$ cat config.mk
export PLATFORM = sky130hd
export DESIGN_NAME = uart_rx_addr
export DESIGN_NICKNAME = d
export VERILOG_FILES = /design/src/rtl/uart_rx_pkg.sv /design/src/rtl/uart_rx_sync.sv /design/src/rtl/uart_rx_framer.sv /design/src/rtl/uart_rx_fifo.sv /design/src/rtl/uart_rx_addr.sv
export SDC_FILE = /design/constraint.sdc
export NUM_CORES = 1
export LEC_CHECK = 0
export BUFFER_PORTS_ARGS = -buffer_cell sky130_fd_sc_hd__buf_2
export CORE_ASPECT_RATIO = 0.7
export CORE_MARGIN = 3
export CORE_UTILIZATION = 30
export DETAILED_ROUTE_END_ITERATION = 6
export SYNTH_ARGS = -nofsm -noshare
export SYNTH_HDL_FRONTEND = slang
export SYNTH_SLANG_ARGS = --single-unit
$ cat constraint.sdc
create_clock -name clk -period 2.7 [get_ports clk]
set_input_delay 0.27 -clock clk [delete_from_list [all_inputs] [get_ports clk]]
set_output_delay 0.27 -clock clk [all_outputs]
set_load 0.01 [all_outputs]
$ cat src/rtl/uart_rx_pkg.sv
package uart_rx_pkg;
  localparam int WORD_W = 9;

  typedef enum logic [2:0] {
    ST_IDLE,
    ST_START,
    ST_DATA,
    ST_PAR,
    ST_STOP
  } rx_state_e;

  typedef struct packed {
    logic              perr;
    logic              ferr;
    logic [WORD_W-1:0] data;
  } rx_word_t;

  localparam int ENTRY_W = $bits(rx_word_t);
endpackage

$ cat src/rtl/uart_rx_sync.sv
module uart_rx_sync #(
  parameter int STAGES = 2
) (
  input  logic clk,
  input  logic rst,
  input  logic din,
  output logic dout
);
  logic [STAGES-1:0] chain;

  always_ff @(posedge clk) begin
    if (rst) chain <= '1;
    else     chain <= {chain[STAGES-2:0], din};
  end

  assign dout = chain[STAGES-1];
endmodule

$ cat src/rtl/uart_rx_framer.sv
module uart_rx_framer
  import uart_rx_pkg::*;
#(
  parameter int OVS = 16
) (
  input  logic     clk,
  input  logic     rst,
  input  logic     tick,
  input  logic     line,
  input  logic     cfg_nine,
  input  logic [1:0] cfg_par,
  output logic     done,
  output rx_word_t word
);
  localparam int CNT_W   = $clog2(OVS);
  localparam int HALF    = OVS / 2 - 1;
  localparam int FULL    = OVS - 1;
  localparam int IDX_W   = $clog2(WORD_W);

  rx_state_e         st;
  logic [CNT_W-1:0]  cnt;
  logic [IDX_W-1:0]  idx;
  logic [WORD_W-1:0] shreg;
  logic              prev;
  logic              par_acc;
  logic              perr_q;

  logic              par_on;
  logic [IDX_W-1:0]  last_idx;

  assign par_on   = !cfg_nine && (cfg_par == 2'b01 || cfg_par == 2'b10);
  assign last_idx = cfg_nine ? IDX_W'(WORD_W - 1) : IDX_W'(WORD_W - 2);

  always_ff @(posedge clk) begin
    if (rst) begin
      st      <= ST_IDLE;
      cnt     <= '0;
      idx     <= '0;
      shreg   <= '0;
      prev    <= 1'b1;
      par_acc <= 1'b0;
      perr_q  <= 1'b0;
      done    <= 1'b0;
      word    <= '0;
    end else begin
      done <= 1'b0;
      if (tick) begin
        prev <= line;
        unique case (st)
          ST_IDLE: begin
            if (prev && !line) begin
              st  <= ST_START;
              cnt <= '0;
            end
          end
          ST_START: begin
            if (cnt == CNT_W'(HALF)) begin
              cnt <= '0;
              if (!line) begin
                st      <= ST_DATA;
                idx     <= '0;
                shreg   <= '0;
                par_acc <= 1'b0;
                perr_q  <= 1'b0;
              end else begin
                st <= ST_IDLE;
              end
            end else begin
              cnt <= cnt + 1'b1;
            end
          end
          ST_DATA: begin
            if (cnt == CNT_W'(FULL)) begin
              cnt        <= '0;
              shreg[idx] <= line;
              par_acc    <= par_acc ^ line;
              if (idx == last_idx) st <= par_on ? ST_PAR : ST_STOP;
              else                 idx <= idx + 1'b1;
            end else begin
              cnt <= cnt + 1'b1;
            end
          end
          ST_PAR: begin
            if (cnt == CNT_W'(FULL)) begin
              cnt <= '0;
              st  <= ST_STOP;
              if (cfg_par == 2'b01) perr_q <= par_acc ^ line;
              else                  perr_q <= ~(par_acc ^ line);
            end else begin
              cnt <= cnt + 1'b1;
            end
          end
          ST_STOP: begin
            if (cnt == CNT_W'(FULL)) begin
              cnt       <= '0;
              st        <= ST_IDLE;
              done      <= 1'b1;
              word.data <= shreg;
              word.perr <= perr_q;
              word.ferr <= !line;
            end else begin
              cnt <= cnt + 1'b1;
            end
          end
          default: st <= ST_IDLE;
        endcase
      end
    end
  end


  done_pulse_chk: assert property (@(posedge clk) disable iff (rst)
    done |=> !done);


  eight_bit_top_chk: assert property (@(posedge clk) disable iff (rst)
    (done && !cfg_nine && $stable(cfg_nine)) |-> !word.data[WORD_W-1]);
endmodule

$ cat src/rtl/uart_rx_fifo.sv
module uart_rx_fifo #(
  parameter int W     = 11,
  parameter int DEPTH = 4
) (
  input  logic                       clk,
  input  logic                       rst,
  input  logic                       wr_en,
  input  logic [W-1:0]               wr_data,
  input  logic                       wr_mark,
  input  logic                       rd_en,
  output logic                       rd_valid,
  output logic [W-1:0]               rd_data,
  output logic [$clog2(DEPTH+1)-1:0] count,
  output logic                       full,
  output logic                       empty,
  output logic                       any_mark
);
  localparam int PTR_W = $clog2(DEPTH);
  localparam int CNT_W = $clog2(DEPTH + 1);

  logic [W-1:0]     mem [DEPTH];
  logic [DEPTH-1:0] mark;
  logic [PTR_W-1:0] wptr, rptr;
  logic             do_rd;

  assign full     = (count == CNT_W'(DEPTH));
  assign empty    = (count == '0);
  assign do_rd    = rd_en && !empty;
  assign any_mark = |mark;

  always_ff @(posedge clk) begin
    if (wr_en) mem[wptr] <= wr_data;
    if (do_rd) rd_data <= mem[rptr];
  end

  always_ff @(posedge clk) begin
    if (rst) begin
      wptr     <= '0;
      rptr     <= '0;
      count    <= '0;
      mark     <= '0;
      rd_valid <= 1'b0;
    end else begin
      rd_valid <= do_rd;
      if (wr_en) wptr <= wptr + 1'b1;
      if (do_rd) rptr <= rptr + 1'b1;
      for (int i = 0; i < DEPTH; i++) begin
        if (do_rd && rptr == PTR_W'(i))      mark[i] <= 1'b0;
        else if (wr_en && wptr == PTR_W'(i)) mark[i] <= wr_mark;
      end
      unique case ({wr_en, do_rd})
        2'b10:   count <= count + 1'b1;
        2'b01:   count <= count - 1'b1;
        default: count <= count;
      endcase
    end
  end


  no_overflow_chk: assert property (@(posedge clk) disable iff (rst)
    wr_en |-> !full);


  rd_valid_chk: assert property (@(posedge clk) disable iff (rst)
    rd_valid |-> $past(rd_en));


  count_range_chk: assert property (@(posedge clk) disable iff (rst)
    count <= CNT_W'(DEPTH));
endmodule

$ cat src/rtl/uart_rx_addr.sv
module uart_rx_addr
  import uart_rx_pkg::*;
#(
  parameter int OVS       = 16,
  parameter int DEPTH     = 4,
  parameter int RTS_LEVEL = DEPTH - 1,
  parameter int SYNC      = 2
) (
  input  logic       clk,
  input  logic       rst,
  input  logic       tick16,
  input  logic       rxd,
  input  logic       cfg_nine,
  input  logic [1:0] cfg_par,
  input  logic       cfg_addr,
  input  logic       rd_en,
  input  logic       ovr_clr,
  output logic       rd_valid,
  output logic [8:0] rd_data,
  output logic       rd_perr,
  output logic       rd_ferr,
  output logic       ovr_flag,
  output logic       irq_data,
  output logic       irq_err,
  output logic       rts_n
);
  localparam int CNT_W = $clog2(DEPTH + 1);

  logic                 line;
  logic                 fr_done;
  rx_word_t             fr_word;
  logic                 keep;
  logic                 push;
  logic                 fifo_full, fifo_empty, any_mark;
  logic [CNT_W-1:0]     count;
  logic [ENTRY_W-1:0]   rd_raw;
  rx_word_t             rd_word;

  uart_rx_sync #(.STAGES(SYNC)) u_sync (
    .clk(clk), .rst(rst), .din(rxd), .dout(line)
  );

  uart_rx_framer #(.OVS(OVS)) u_framer (
    .clk(clk), .rst(rst), .tick(tick16), .line(line),
    .cfg_nine(cfg_nine), .cfg_par(cfg_par),
    .done(fr_done), .word(fr_word)
  );

  assign keep = !(cfg_addr && cfg_nine && !fr_word.data[WORD_W-1]);
  assign push = fr_done && keep && !fifo_full;

  uart_rx_fifo #(.W(ENTRY_W), .DEPTH(DEPTH)) u_fifo (
    .clk(clk), .rst(rst),
    .wr_en(push), .wr_data(fr_word), .wr_mark(fr_word.perr | fr_word.ferr),
    .rd_en(rd_en), .rd_valid(rd_valid), .rd_data(rd_raw),
    .count(count), .full(fifo_full), .empty(fifo_empty), .any_mark(any_mark)
  );

  assign rd_word = rx_word_t'(rd_raw);
  assign rd_data = rd_word.data;
  assign rd_perr = rd_word.perr;
  assign rd_ferr = rd_word.ferr;

  always_ff @(posedge clk) begin
    if (rst) begin
      ovr_flag <= 1'b0;
      irq_data <= 1'b0;
      irq_err  <= 1'b0;
      rts_n    <= 1'b0;
    end else begin
      if (fr_done && keep && fifo_full) ovr_flag <= 1'b1;
      else if (ovr_clr)                 ovr_flag <= 1'b0;
      irq_data <= !fifo_empty;
      irq_err  <= ovr_flag | any_mark;
      rts_n    <= (count >= CNT_W'(RTS_LEVEL));
    end
  end


  ovr_sticky_chk: assert property (@(posedge clk) disable iff (rst)
    (ovr_flag && !ovr_clr) |=> ovr_flag);


  addr_filter_chk: assert property (@(posedge clk) disable iff (rst)
    (push && cfg_addr && cfg_nine) |-> fr_word.data[WORD_W-1]);


  irq_err_ovr_chk: assert property (@(posedge clk) disable iff (rst)
    ovr_flag |=> irq_err);
endmodule

==> results.py <==
metrics = {
    "status": {
        "outcome": "complete, no violations",
    },
    "route": {
        "drc": 0,
        "drt-total-wl_mm": 8.614,
        "wl_per_cell_um": 14.26,
        "dr.pass1.iters": 4,
        "vias": 2901,
        "viasPerCell": 4.803,
        "drtIter0Drc": 169,
        "ant_nets": 0,
    },
    "timing": {
        "max_freq_mhz": 405.7,
        "period_minus_slack_ps": 2465,
        "hold_viol_final": 0,
        "period_share_pct": 91.29,
        "rsz0062_at_grt": "false",
        "relSlewSlack_pct": 45.22,
        "finalSetupTns_ps": 0,
        "fin_skew_ps": 5.979,
        "max_slew.worst_pin.slew_ps": 809.0,
        "finalSetupViolCount": 0,
        "slew_viol_final": 0,
    },
    "synthesis": {
        "synth_compound_area_share_pct": 9.959,
        "ys.flop_type": "edfxtp_1",
        "synth_edf_count": 55,
        "synthXorXnorAreaFrac_pct": 1.728,
        "syn_inst": 381,
        "async_reset_ff_share_pct": 0,
        "yosys.area_share.simple_pct": 12.18,
        "synth_top_family_by_area": "simple AND/OR/NAND/NOR gates",
        "yosys_warnings": 0,
        "synth-seq-area-share_pct": 59.48,
        "ys_types": 52,
        "netlist_area_um2": 4561,
        "synth.avg_cell_area_um2": 11.97,
        "yosysMostFrequentCell": "edfxtp_1",
        "syn_nets": 407,
        "synth_largest_area_cell": "edfxtp_1",
        "ys_ff_latch": 108,
        "synthAdderAreaFrac_pct": 4.554,
        "synth_mux_area_share_pct": 9.163,
        "yosys-top-cells-area": "edfxtp_1 36%, dfxtp_1 23%, mux4_2 5.4%, ha_1 4.1%, a21oi_1 4.0%",
        "synthTopCellsByCount": "55 x edfxtp_1, 53 x dfxtp_1, 36 x a21oi_1, 36 x nor2_1, 21 x o21ai_0",
        "synth_top_area_share_pct": 36.21,
    },
    "clock_network": {
        "clkSinkCount": 108,
        "clk_pin_slew_ps": 70,
        "cts_buffer_depth": 2,
        "ctsHoldBuffers": 0,
        "cts-root-buf": "clkbuf_16",
        "clk_latency_ps": 340,
        "cts_resized": 0,
        "h-tree-depth": 3,
        "post_cts_buffers": 0,
        "cts_buffers": 9,
        "cts_tree": "yes",
    },
    "grt": {
        "grt_max_degree": 37,
        "antenna_found_initial": 0,
        "grt_pass1_wl_mm": 14.07,
        "grtUsageTotal_pct": 10.64,
        "grt_pass1_vias": 2833,
        "grt_overflow": 0,
    },
    "finish": {
        "fill_cells": 1452,
        "fin_util_pct": 35.00,
        "drive_gt1_share_pct": 16.14,
        "area_growth_syn_to_layout_pct": 13.33,
        "fin_nets": 430,
        "antenna-diode-count": 0,
    },
    "die": {
        "die_area_um2": 16740,
        "ios": 26,
        "fp.dieH_um": 109.2,
        "core_um2": 14770,
        "die_w_um": 153.4,
        "row_count": 37,
        "start_util_pct": 30.88,
    },
    "power_and_ir_drop": {
        "irDropWorstVdd_v": 0.0003078,
        "p_leak_uw": 0.001916,
        "powerDensity_nw_per_um2": 583.1,
        "power_uw": 3014,
    },
    "critical_path": {
        "crit_buf_inv": 2,
        "worstPathRequired_ps": 2980,
        "path_cells": "or3b_2 > o211a_1 > inv_1 > ha_1 > inv_1 > fa_1 > xor2_1 > or3_1 > a21oi_1",
        "endpoint_kind": "flop",
        "cp-start-kind": "flop",
        "max_stage_delay_ps": 470,
        "cp_max_fo": 8,
        "critPathArrivalTime_ps": 2740,
        "critPathTopFamily": "simple AND/OR/NAND/NOR gates",
        "path_common_cell": "inv_1",
        "path_class": "flop to flop",
        "cp_slowest_cell": "or3b_2",
    },
    "placed_design": {
        "hpwl_mm": 5.946,
        "port_buffers": 25,
        "globalplace.congestion": 0.7892,
    },
    "job": {
        "maxCapViolCount": 0,
    },
    "worst_hold_path": {
        "hold_class": "primary input to flop",
    },
}
## registers in the layout, summed over array words and instances (netlist names)
register,count
u_fifo.mem,44
u_fifo.rd_data,11
u_framer.word,11
u_framer.shreg,9
u_fifo.mark,4
u_framer.cnt,4
u_framer.idx,4
u_fifo.count,3
u_framer.st,3
u_fifo.rptr,2
u_fifo.wptr,2
u_sync.chain,2
irq_data,1
irq_err,1
ovr_flag,1
rts_n,1
u_fifo.rd_valid,1
u_framer.done,1
u_framer.par_acc,1
u_framer.perr_q,1
u_framer.prev,1
## area by class of cell
class / instances / area (um2) / share of cell area [%]
clock buffers: 11 / 232.7 / 4.503
clock inverters: 5 / 36.28 / 0.7020
inverters: 15 / 56.30 / 1.089
multi-input cells: 239 / 1717 / 33.21
flip-flops and latches: 108 / 2713 / 52.48
well taps: 195 / 244.0 / 4.720
repair buffers: 31 / 170.2 / 3.292
## kinds of logic (layout without fill, tap and decap cells)
group	Yosys count	after routing
buf+inv	34	62
fa+ha+maj	16	16
xor+xnor	9	9
compound gates	77	77
simple gates	109	109
flops	108	108
mux	28	28
## where the power goes
| part | leakage (uW) | switching (uW) | internal, uW |
|---|---|---|---|
| logic | 0.000755 | 61.2 | 35.5 |
| clock network | 0.000124 | 568 | 628 |
| registers | 0.00104 | 9.20 | 1710 |
| total | 0.00192 | 639 | 2380 |
## worst reg2reg max path: cells and delay by family (launching register included)
kind,cells,cell delay (ps)
and+or+nand+nor,2,780
adders and majority gates,2,560
DFF,1,380
AOI/OAI and AO/OA,2,360
buffers and inverters,2,160
xor gates and xnor gates,1,160
## layer usage
metal | vias up | wire [um] | share of wire, % | track usage (%)
met3 | 6 | 446 | 5.2 | 3.213
met2 | 68 | 3766 | 44 | 16.30
li1 | 1431 | - | - | -
met4 | 0 | 48 | 0.56 | 2.647
met1 | 1396 | 4353 | 51 | 14.87
met5 | - | 0 | 0 | 0
## layout by cell type (no fill, tap or decap), types with 2 or more instances in the layout
cell type	synthesis	routed
nand3_1	10	10
nor3_1	11	11
clkbuf_16	0	9
nor3b_1	2	2
clkinvlp_4	0	2
a211oi_1	4	4
o21ai_0	21	21
buf_2	5	25
nor3_2	2	2
nand2_1	16	16
and3_1	2	2
xor2_1	6	6
edfxtp_1	55	55
ha_1	15	15
mux4_2	11	11
buf_4	0	6
nor2_1	36	36
a211o_1	2	2
or2_2	5	5
nand2b_1	3	3
clkbuf_1	11	2
or3_1	2	2
and2_1	5	5
dfxtp_1	53	53
mux2i_1	17	17
xnor2_1	3	3
inv_1	15	15
a21oi_1	36	36
nor2b_1	5	4
## stage by stage
stage / instance area (um2) / hold WS, ps / setup WS [ps] / cells
4_1_cts: 5169 / 107.0 / 217.5 / 604
2_1_floorplan: 4561 / 373.8 / 277.1 / 381
6_report: 5169 / 115.9 / 235.3 / 604
5_1_grt: 5169 / 119.0 / 111.7 / 604
3_5_place_dp: 4900 / 401.9 / 240.2 / 588
3_3_place_gp: 4900 / 401.6 / 350.7 / 588
## path summary, 6_finish.rpt
kind                     endpoint       startpoint  cells past startpoint  slack [ps]
setup / recovery  u_fifo.count[2]  u_fifo.count[2]                      9         240
hold / removal    u_sync.chain[0]              rxd                      2         120
setup reg to reg  u_fifo.count[2]  u_fifo.count[2]                      9         240
hold reg to reg   u_sync.chain[1]  u_sync.chain[0]                      1         420
Note: power is estimated with default switching activity, not from simulation.
